### src/rtl/errsum_pkg.sv
package errsum_pkg;

  parameter int unsigned WORD_W   = 32;
  parameter int unsigned IDX_W    = 5;
  parameter int unsigned FIFO_LSB = 0;
  parameter int unsigned CHK_LSB  = 20;
  parameter int unsigned TYPE_WR  = 28;
  parameter int unsigned TYPE_RD  = 29;
  parameter int unsigned TYPE_ST  = 30;

  typedef struct packed {
    logic st;
    logic rd;
    logic wr;
  } fifo_cause_t;

  // Cause of one FIFO error pulse.
  function automatic fifo_cause_t classify(input logic pulse, input logic full,
                                           input logic empty, input logic wr,
                                           input logic rd);
    fifo_cause_t c;
    c.wr = pulse & wr & full;
    c.rd = pulse & rd & empty;
    c.st = pulse & full & empty;
    return c;
  endfunction

  // Bits that can ever hold a one.
  function automatic logic [WORD_W-1:0] live_mask(input int unsigned nfifo,
                                                  input int unsigned nchk);
    logic [WORD_W-1:0] m;
    m = '0;
    for (int i = 0; i < int'(nfifo); i++) m[FIFO_LSB + i] = 1'b1;
    for (int j = 0; j < int'(nchk); j++)  m[CHK_LSB + j]  = 1'b1;
    m[TYPE_WR] = 1'b1;
    m[TYPE_RD] = 1'b1;
    m[TYPE_ST] = 1'b1;
    return m;
  endfunction

  function automatic logic [WORD_W-1:0] index_to_bit(input logic [IDX_W-1:0] idx);
    logic [WORD_W-1:0] v;
    v = '0;
    v[idx] = 1'b1;
    return v;
  endfunction

endpackage

### src/rtl/err_force_gen.sv
module err_force_gen
  import errsum_pkg::*;
(
  input  logic              clk_i,
  input  logic              rst_ni,
  input  logic              wen_i,
  input  logic              wr_i,
  input  logic [IDX_W-1:0]  idx_i,
  output logic [WORD_W-1:0] force_o
);
  logic [WORD_W-1:0] force_q;

  always_ff @(posedge clk_i or negedge rst_ni) begin
    if (!rst_ni)            force_q <= '0;
    else if (wr_i && wen_i) force_q <= index_to_bit(idx_i);
    else                    force_q <= '0;
  end

  assign force_o = force_q;
endmodule

### src/rtl/fifo_err_classify.sv
module fifo_err_classify
  import errsum_pkg::*;
#(
  parameter int unsigned NUM_FIFO = 16
) (
  input  logic [NUM_FIFO-1:0] err_i,
  input  logic [NUM_FIFO-1:0] full_i,
  input  logic [NUM_FIFO-1:0] empty_i,
  input  logic [NUM_FIFO-1:0] wr_i,
  input  logic [NUM_FIFO-1:0] rd_i,
  output fifo_cause_t         cause_o
);
  logic [NUM_FIFO-1:0] wr_hit, rd_hit, st_hit;

  for (genvar g = 0; g < NUM_FIFO; g++) begin : g_fifo
    fifo_cause_t c;
    assign c         = classify(err_i[g], full_i[g], empty_i[g], wr_i[g], rd_i[g]);
    assign wr_hit[g] = c.wr;
    assign rd_hit[g] = c.rd;
    assign st_hit[g] = c.st;
  end

  assign cause_o.wr = |wr_hit;
  assign cause_o.rd = |rd_hit;
  assign cause_o.st = |st_hit;
endmodule

### src/rtl/err_sticky_word.sv
module err_sticky_word
  import errsum_pkg::*;
#(
  parameter logic [WORD_W-1:0] KEEP = '1
) (
  input  logic              clk_i,
  input  logic              rst_ni,
  input  logic [WORD_W-1:0] set_i,
  output logic [WORD_W-1:0] word_o
);
  logic [WORD_W-1:0] word_q;

  always_ff @(posedge clk_i or negedge rst_ni) begin
    if (!rst_ni) word_q <= '0;
    else         word_q <= (word_q | set_i) & KEEP;
  end

  assign word_o = word_q;
endmodule

### src/rtl/err_sticky_agg.sv
module err_sticky_agg
  import errsum_pkg::*;
#(
  parameter int unsigned NUM_FIFO = 16,
  parameter int unsigned NUM_CHK  = 7
) (
  input  logic                clk_i,
  input  logic                rst_ni,
  input  logic [NUM_FIFO-1:0] fifo_err_i,
  input  logic [NUM_FIFO-1:0] fifo_full_i,
  input  logic [NUM_FIFO-1:0] fifo_empty_i,
  input  logic [NUM_FIFO-1:0] fifo_wr_i,
  input  logic [NUM_FIFO-1:0] fifo_rd_i,
  input  logic [NUM_CHK-1:0]  chk_err_i,
  input  logic                cfg_wen_i,
  input  logic                test_wr_i,
  input  logic [IDX_W-1:0]    test_idx_i,
  output logic [WORD_W-1:0]   err_status_o,
  output logic                fatal_irq_o,
  output logic                fatal_alert_o
);
  localparam logic [WORD_W-1:0] KEEP_MASK = live_mask(NUM_FIFO, NUM_CHK);

  // Named internal events, visible to the checker.
  logic [WORD_W-1:0] force_vec;
  fifo_cause_t       fifo_cause;
  logic [WORD_W-1:0] set_vec;

  err_force_gen u_force (
    .clk_i  (clk_i),
    .rst_ni (rst_ni),
    .wen_i  (cfg_wen_i),
    .wr_i   (test_wr_i),
    .idx_i  (test_idx_i),
    .force_o(force_vec)
  );

  fifo_err_classify #(.NUM_FIFO(NUM_FIFO)) u_class (
    .err_i  (fifo_err_i),
    .full_i (fifo_full_i),
    .empty_i(fifo_empty_i),
    .wr_i   (fifo_wr_i),
    .rd_i   (fifo_rd_i),
    .cause_o(fifo_cause)
  );

  always_comb begin
    set_vec = force_vec;
    for (int i = 0; i < int'(NUM_FIFO); i++)
      set_vec[FIFO_LSB + i] = set_vec[FIFO_LSB + i] | fifo_err_i[i];
    for (int j = 0; j < int'(NUM_CHK); j++)
      set_vec[CHK_LSB + j] = set_vec[CHK_LSB + j] | chk_err_i[j];
    set_vec[TYPE_WR] = set_vec[TYPE_WR] | fifo_cause.wr;
    set_vec[TYPE_RD] = set_vec[TYPE_RD] | fifo_cause.rd;
    set_vec[TYPE_ST] = set_vec[TYPE_ST] | fifo_cause.st;
  end

  err_sticky_word #(.KEEP(KEEP_MASK)) u_word (
    .clk_i (clk_i),
    .rst_ni(rst_ni),
    .set_i (set_vec),
    .word_o(err_status_o)
  );

  assign fatal_irq_o   = |err_status_o;
  assign fatal_alert_o = |err_status_o[CHK_LSB +: NUM_CHK];
endmodule

### config.mk
export PLATFORM = sky130hd
export DESIGN_NAME = err_sticky_agg
export DESIGN_NICKNAME = d
export VERILOG_FILES = /design/src/rtl/errsum_pkg.sv /design/src/rtl/err_force_gen.sv /design/src/rtl/fifo_err_classify.sv /design/src/rtl/err_sticky_word.sv /design/src/rtl/err_sticky_agg.sv
export SDC_FILE = /design/constraint.sdc
export NUM_CORES = 1
export LEC_CHECK = 0
export BUFFER_PORTS_ARGS = -buffer_cell sky130_fd_sc_hd__buf_2
export CORE_ASPECT_RATIO = 1.4
export CORE_MARGIN = 2
export CORE_UTILIZATION = 50
export CTS_BUF_LIST = sky130_fd_sc_hd__clkbuf_2 sky130_fd_sc_hd__clkbuf_4 sky130_fd_sc_hd__clkbuf_8
export DETAILED_ROUTE_END_ITERATION = 7
export PLACE_DENSITY = 0.88
export SLEW_MARGIN = 20
export SYNTH_ARGS = -nofsm -noshare
export SYNTH_HDL_FRONTEND = slang
export SYNTH_HIERARCHICAL = 1
export SYNTH_SLANG_ARGS = --single-unit
### constraint.sdc
create_clock -name clk_i -period 4.4 [get_ports clk_i]
set_clock_uncertainty 0.2 [all_clocks]
set_input_delay 0.88 -clock clk_i [delete_from_list [all_inputs] [get_ports clk_i]]
set_output_delay 0.88 -clock clk_i [all_outputs]
set_load 0.01 [all_outputs]
---- After elaboration in Yosys (flattened, before gate mapping) ----
Index checks and enable logic that the tools add are counted.
cells by class
  mux-type cells .......................... 3
  bitwise operators ....................... 123
  magnitude comparators ................... 2
  reduce and logical (&&, ||, !) cells .... 7
operators with widths
  cell                  count
  $and A1 B1 Y1         96
  $reduce_or A16 Y1     3
  $mux W31              1
  $or A31 B31 Y31       1
  $or A1 B1 Y1          26
  $reduce_or A26 Y1     1
  $reduce_or A7 Y1      1
  $lt A5 B6 Y1 const B  1
  $demux W1 S5          1
  $ge A5 B1 Y1 const B  1
  $logic_and A1 B1 Y1   2
  $mux W1               1
storage, ports and cells
  register bits after elaboration ......... 57
  logic and storage cells ................. 137
  input port bits ......................... 96

---- Logic depth before layout (Yosys ltp) ----
  word-level depth ........................ 5
  gate-level depth with buffers ........... 6

---- By module ----
The synthesis kept the hierarchy.
by module, submodules not included
  module             times used  area each (µm²)  cells an instance
  err_force_gen      1           1,019.7          77
  err_sticky_word    1           862.1            59
  fifo_err_classify  1           340.3            63
  err_sticky_agg     1           247.7            39

---- Worst setup path before layout ----
No wires, ideal clock.
  kind .................................... input-to-reg
  from .................................... input port fifo_empty_i[4]
  to ...................................... register u_word.word_q[30], in the netlist u_word/word_o[30]
  stages .................................. 6
  arrival time ............................ 2.217 ns
  library setup time ...................... 0.124 ns
  path buffers ............................ 0
  slack ................................... 1.859 ns
  required time ........................... 4.076 ns
  cells stage by stage .................... and3_1 > a31oi_1 > nand3_1 > or4_1 > or2_2 > or2_1
RTL lines
  element               line                   RTL
  start, declared       err_sticky_agg.sv:11   input logic [NUM_FIFO-1:0] fifo_empty_i,
  end signal, assigned  err_sticky_word.sv:15  else word_q <= (word_q | set_i) & KEEP;
  end, declared         err_sticky_word.sv:11  logic [WORD_W-1:0] word_q;

---- Worst setup path in the final report ----
  from .................................... register u_word.word_q[2], in the netlist u_word/word_o[2]
  to ...................................... output port fatal_irq_o
between the ends
  cells in the longest elaborated chain, start to end .. 1
RTL lines
  element            line                  RTL
  $reduce_or A26 Y1  err_sticky_agg.sv:65  assign fatal_irq_o = |err_status_o;
  end, declared      err_sticky_agg.sv:19  output logic fatal_irq_o,
Every way passes these cells.

==> run_results.csv <==
group,metric,value,unit
detailed_routing,routed_wl,6888,um
sta,relSlewSlack,57.80,%
detailed_routing,postRouteAntennaNets,0,
sta,fin_crit,2.840,ns
min_path,hold_class,"reg -> reg",
cts,post-cts-setup-buffers,0,
cts,ctsResizeCount,0,
setup_path,worstPathArrival,1.76,ns
detailed_routing,drc,0,
power,p_sw_share,23.59,%
grt,overflow,0,
grt,grt_pass1_vias,2227,
grt,grt_pass1_wl,10520,um
setup_path,crit_type,"reg -> out",
power,p_leak,1.358,nW
cts,cts_buffer_depth,2,
detailed_routing,dr.pass1.iters,6,
die,placeableCoreArea,4463,sq um
power,irDropWorstVdd,232.5,uV
die,ios,130,
synthesis,syn_inst,225,
setup_path,reg2reg_depth,2,
setup_path,critPathRequiredTime,3.32,ns
power,power_frac_seq,55.0,%
cts,hold_buffers,0,
die,dieHeight,84.05,um
sta,setup_tns,0,ns
die,die_x,61.18,um
cts,insertion_delay,0.30,ns
detailed_routing,wl_per_cell,16.52,um
layout,nets,450,
die,dieArea,5141,sq um
cts,root_buffer,"clkbuf_8",
power,pwr-share-clk,32.2,%
sta,rsz0062_at_grt,"no",
power,p_int,0.6656,mW
sta,fin_crit_sh,64.54,%
placement,place.detailed.hpwl,5689,um
detailed_routing,route.vias.total,2241,
grt,grt_start_max_net_pins,53,
die,start_util,51.28,%
layout,final_util,68.49,%
sta,layout_setup_ws,1.560,ns
sta,hold_viol,0,
synthesis,netlist_area,2288,sq um
detailed_routing,drtIter0Drc,128,
cts,cts_tree,"yes",
setup_path,r2r_slack,3.20,ns
grt,track_usage,28.65,%
setup_path,crit_fanout,3,
power,p_sw,0.2054,mW
cts,path_clk_slew,0.09,ns
power,powerDensity,284.9,nW/um^2
synthesis,syn_avg_cell_area,10.17,sq um
setup_path,startpoint_type,"register",
detailed_routing,vias_per_cell,5.374,
layout,antenna_cells,0,
placement,io_buffers,123,
cts,cts_buffers,5,
setup_path,crit_path_end_kind,"output pin",
placement,gp_congestion,0.9336,
layout,syn2layout_area_growth,33.57,%
sta,tightest_slew,0.6330,ns
placement,pre_cts_slack,1.689,ns
status,status,"complete, no violations",
min_path,hold_depth,1,
flow_run,drv_cap,0,
cts,cts_sinks,52,
synthesis,ys_warn_count,6,
sta,final_max_slew_viol_count,0,
sta,clock.fmax,0.3522,GHz
power,p_comb_share,12.8,%
sta,whs,0.2990,ns
layout,layout-drive-gt1-share,45.07,%
sta,setup_viol,0,
die,rows,29,
cts,htreeDepth,2,
grt,antenna_found_initial,0,
[stage by stage]
step | power, mW | cell area (sq um) | cells
after detailed placement | 0.5983 | 2959 | 409
after CTS | 0.8755 | 3057 | 417
after floorplan | 0.5283 | 2307 | 230
after global placement | 0.5958 | 2959 | 409
final | 0.8710 | 3057 | 417
after global routing | 0.9047 | 3057 | 417
[cells in the final DEF, fill, tap and decap left out]
master	instances
dfrtp_1	52
or4_1	3
nand4_1	12
conb_1	6
clkbuf_8	6
nor3_1	2
nand4b_1	2
nand3_1	48
or3b_1	2
nor2_1	27
buf_2	123
nand4bb_1	1
and3_1	2
or2_1	26
clkbuf_4	1
nand2_1	1
or3_1	2
buf_4	1
nor4_2	2
or2_2	26
nand3b_1	3
a31oi_1	2
nor4_1	4
clkinvlp_4	1
[area by class of cell]
| class | instances | area [sq um] |
|---|---|---|
| fill | 362 | 1406 |
| sequential | 52 | 1301 |
| multi-input combinational | 171 | 957.2 |
| timing repair buffer | 124 | 623.1 |
| clock buffer | 7 | 90.09 |
| tap | 62 | 77.57 |
| clock inverter | 1 | 7.507 |
[worst paths after layout]
check                                             start                     endpoint
min reg2reg                 u_word/word_o[12]$_DFF_PN0_  u_word/word_o[12]$_DFF_PN0_
max                          u_word/word_o[2]$_DFF_PN0_                  fatal_irq_o
min                         u_word/word_o[12]$_DFF_PN0_  u_word/word_o[12]$_DFF_PN0_
max reg2reg                u_force/force_o[5]$_DFF_PN0_   u_word/word_o[5]$_DFF_PN0_
min in group asynchronous                        rst_ni   u_word/word_o[4]$_DFF_PN0_
max in group asynchronous                        rst_ni  u_word/word_o[26]$_DFF_PN0_
[sequential cells by signal, indices dropped and copies added (netlist names)]
signal and cells:
u_force/force_o 26, u_word/word_o 26
[layer usage]
layer  routed length, um  vias to the layer above  global-route usage (%)
met1                2593                     1059                   32.01
met4                 311                        0                   15.42
met3                 488                       28                   6.512
met5                   0                        -                       0
li1                    -                     1039                       -
met2                3494                      115                   48.16
[power groups by stage]
stage	clock network, mW	logic (mW)	registers (mW)
floorplan	0	0.0398	0.489
global placement	0	0.107	0.489
detailed placement	0	0.110	0.489
CTS	0.286	0.110	0.479
global route	0.301	0.124	0.479
finish	0.281	0.111	0.479
[critical path, stage by stage (launching register included)]
cell     delay [ns]
dfrtp_1        0.41
nor4_1         0.40
nand4_1        0.13
or3_1          0.37
buf_2          0.14
No activity file was read; power rests on OpenSTA's default activity.
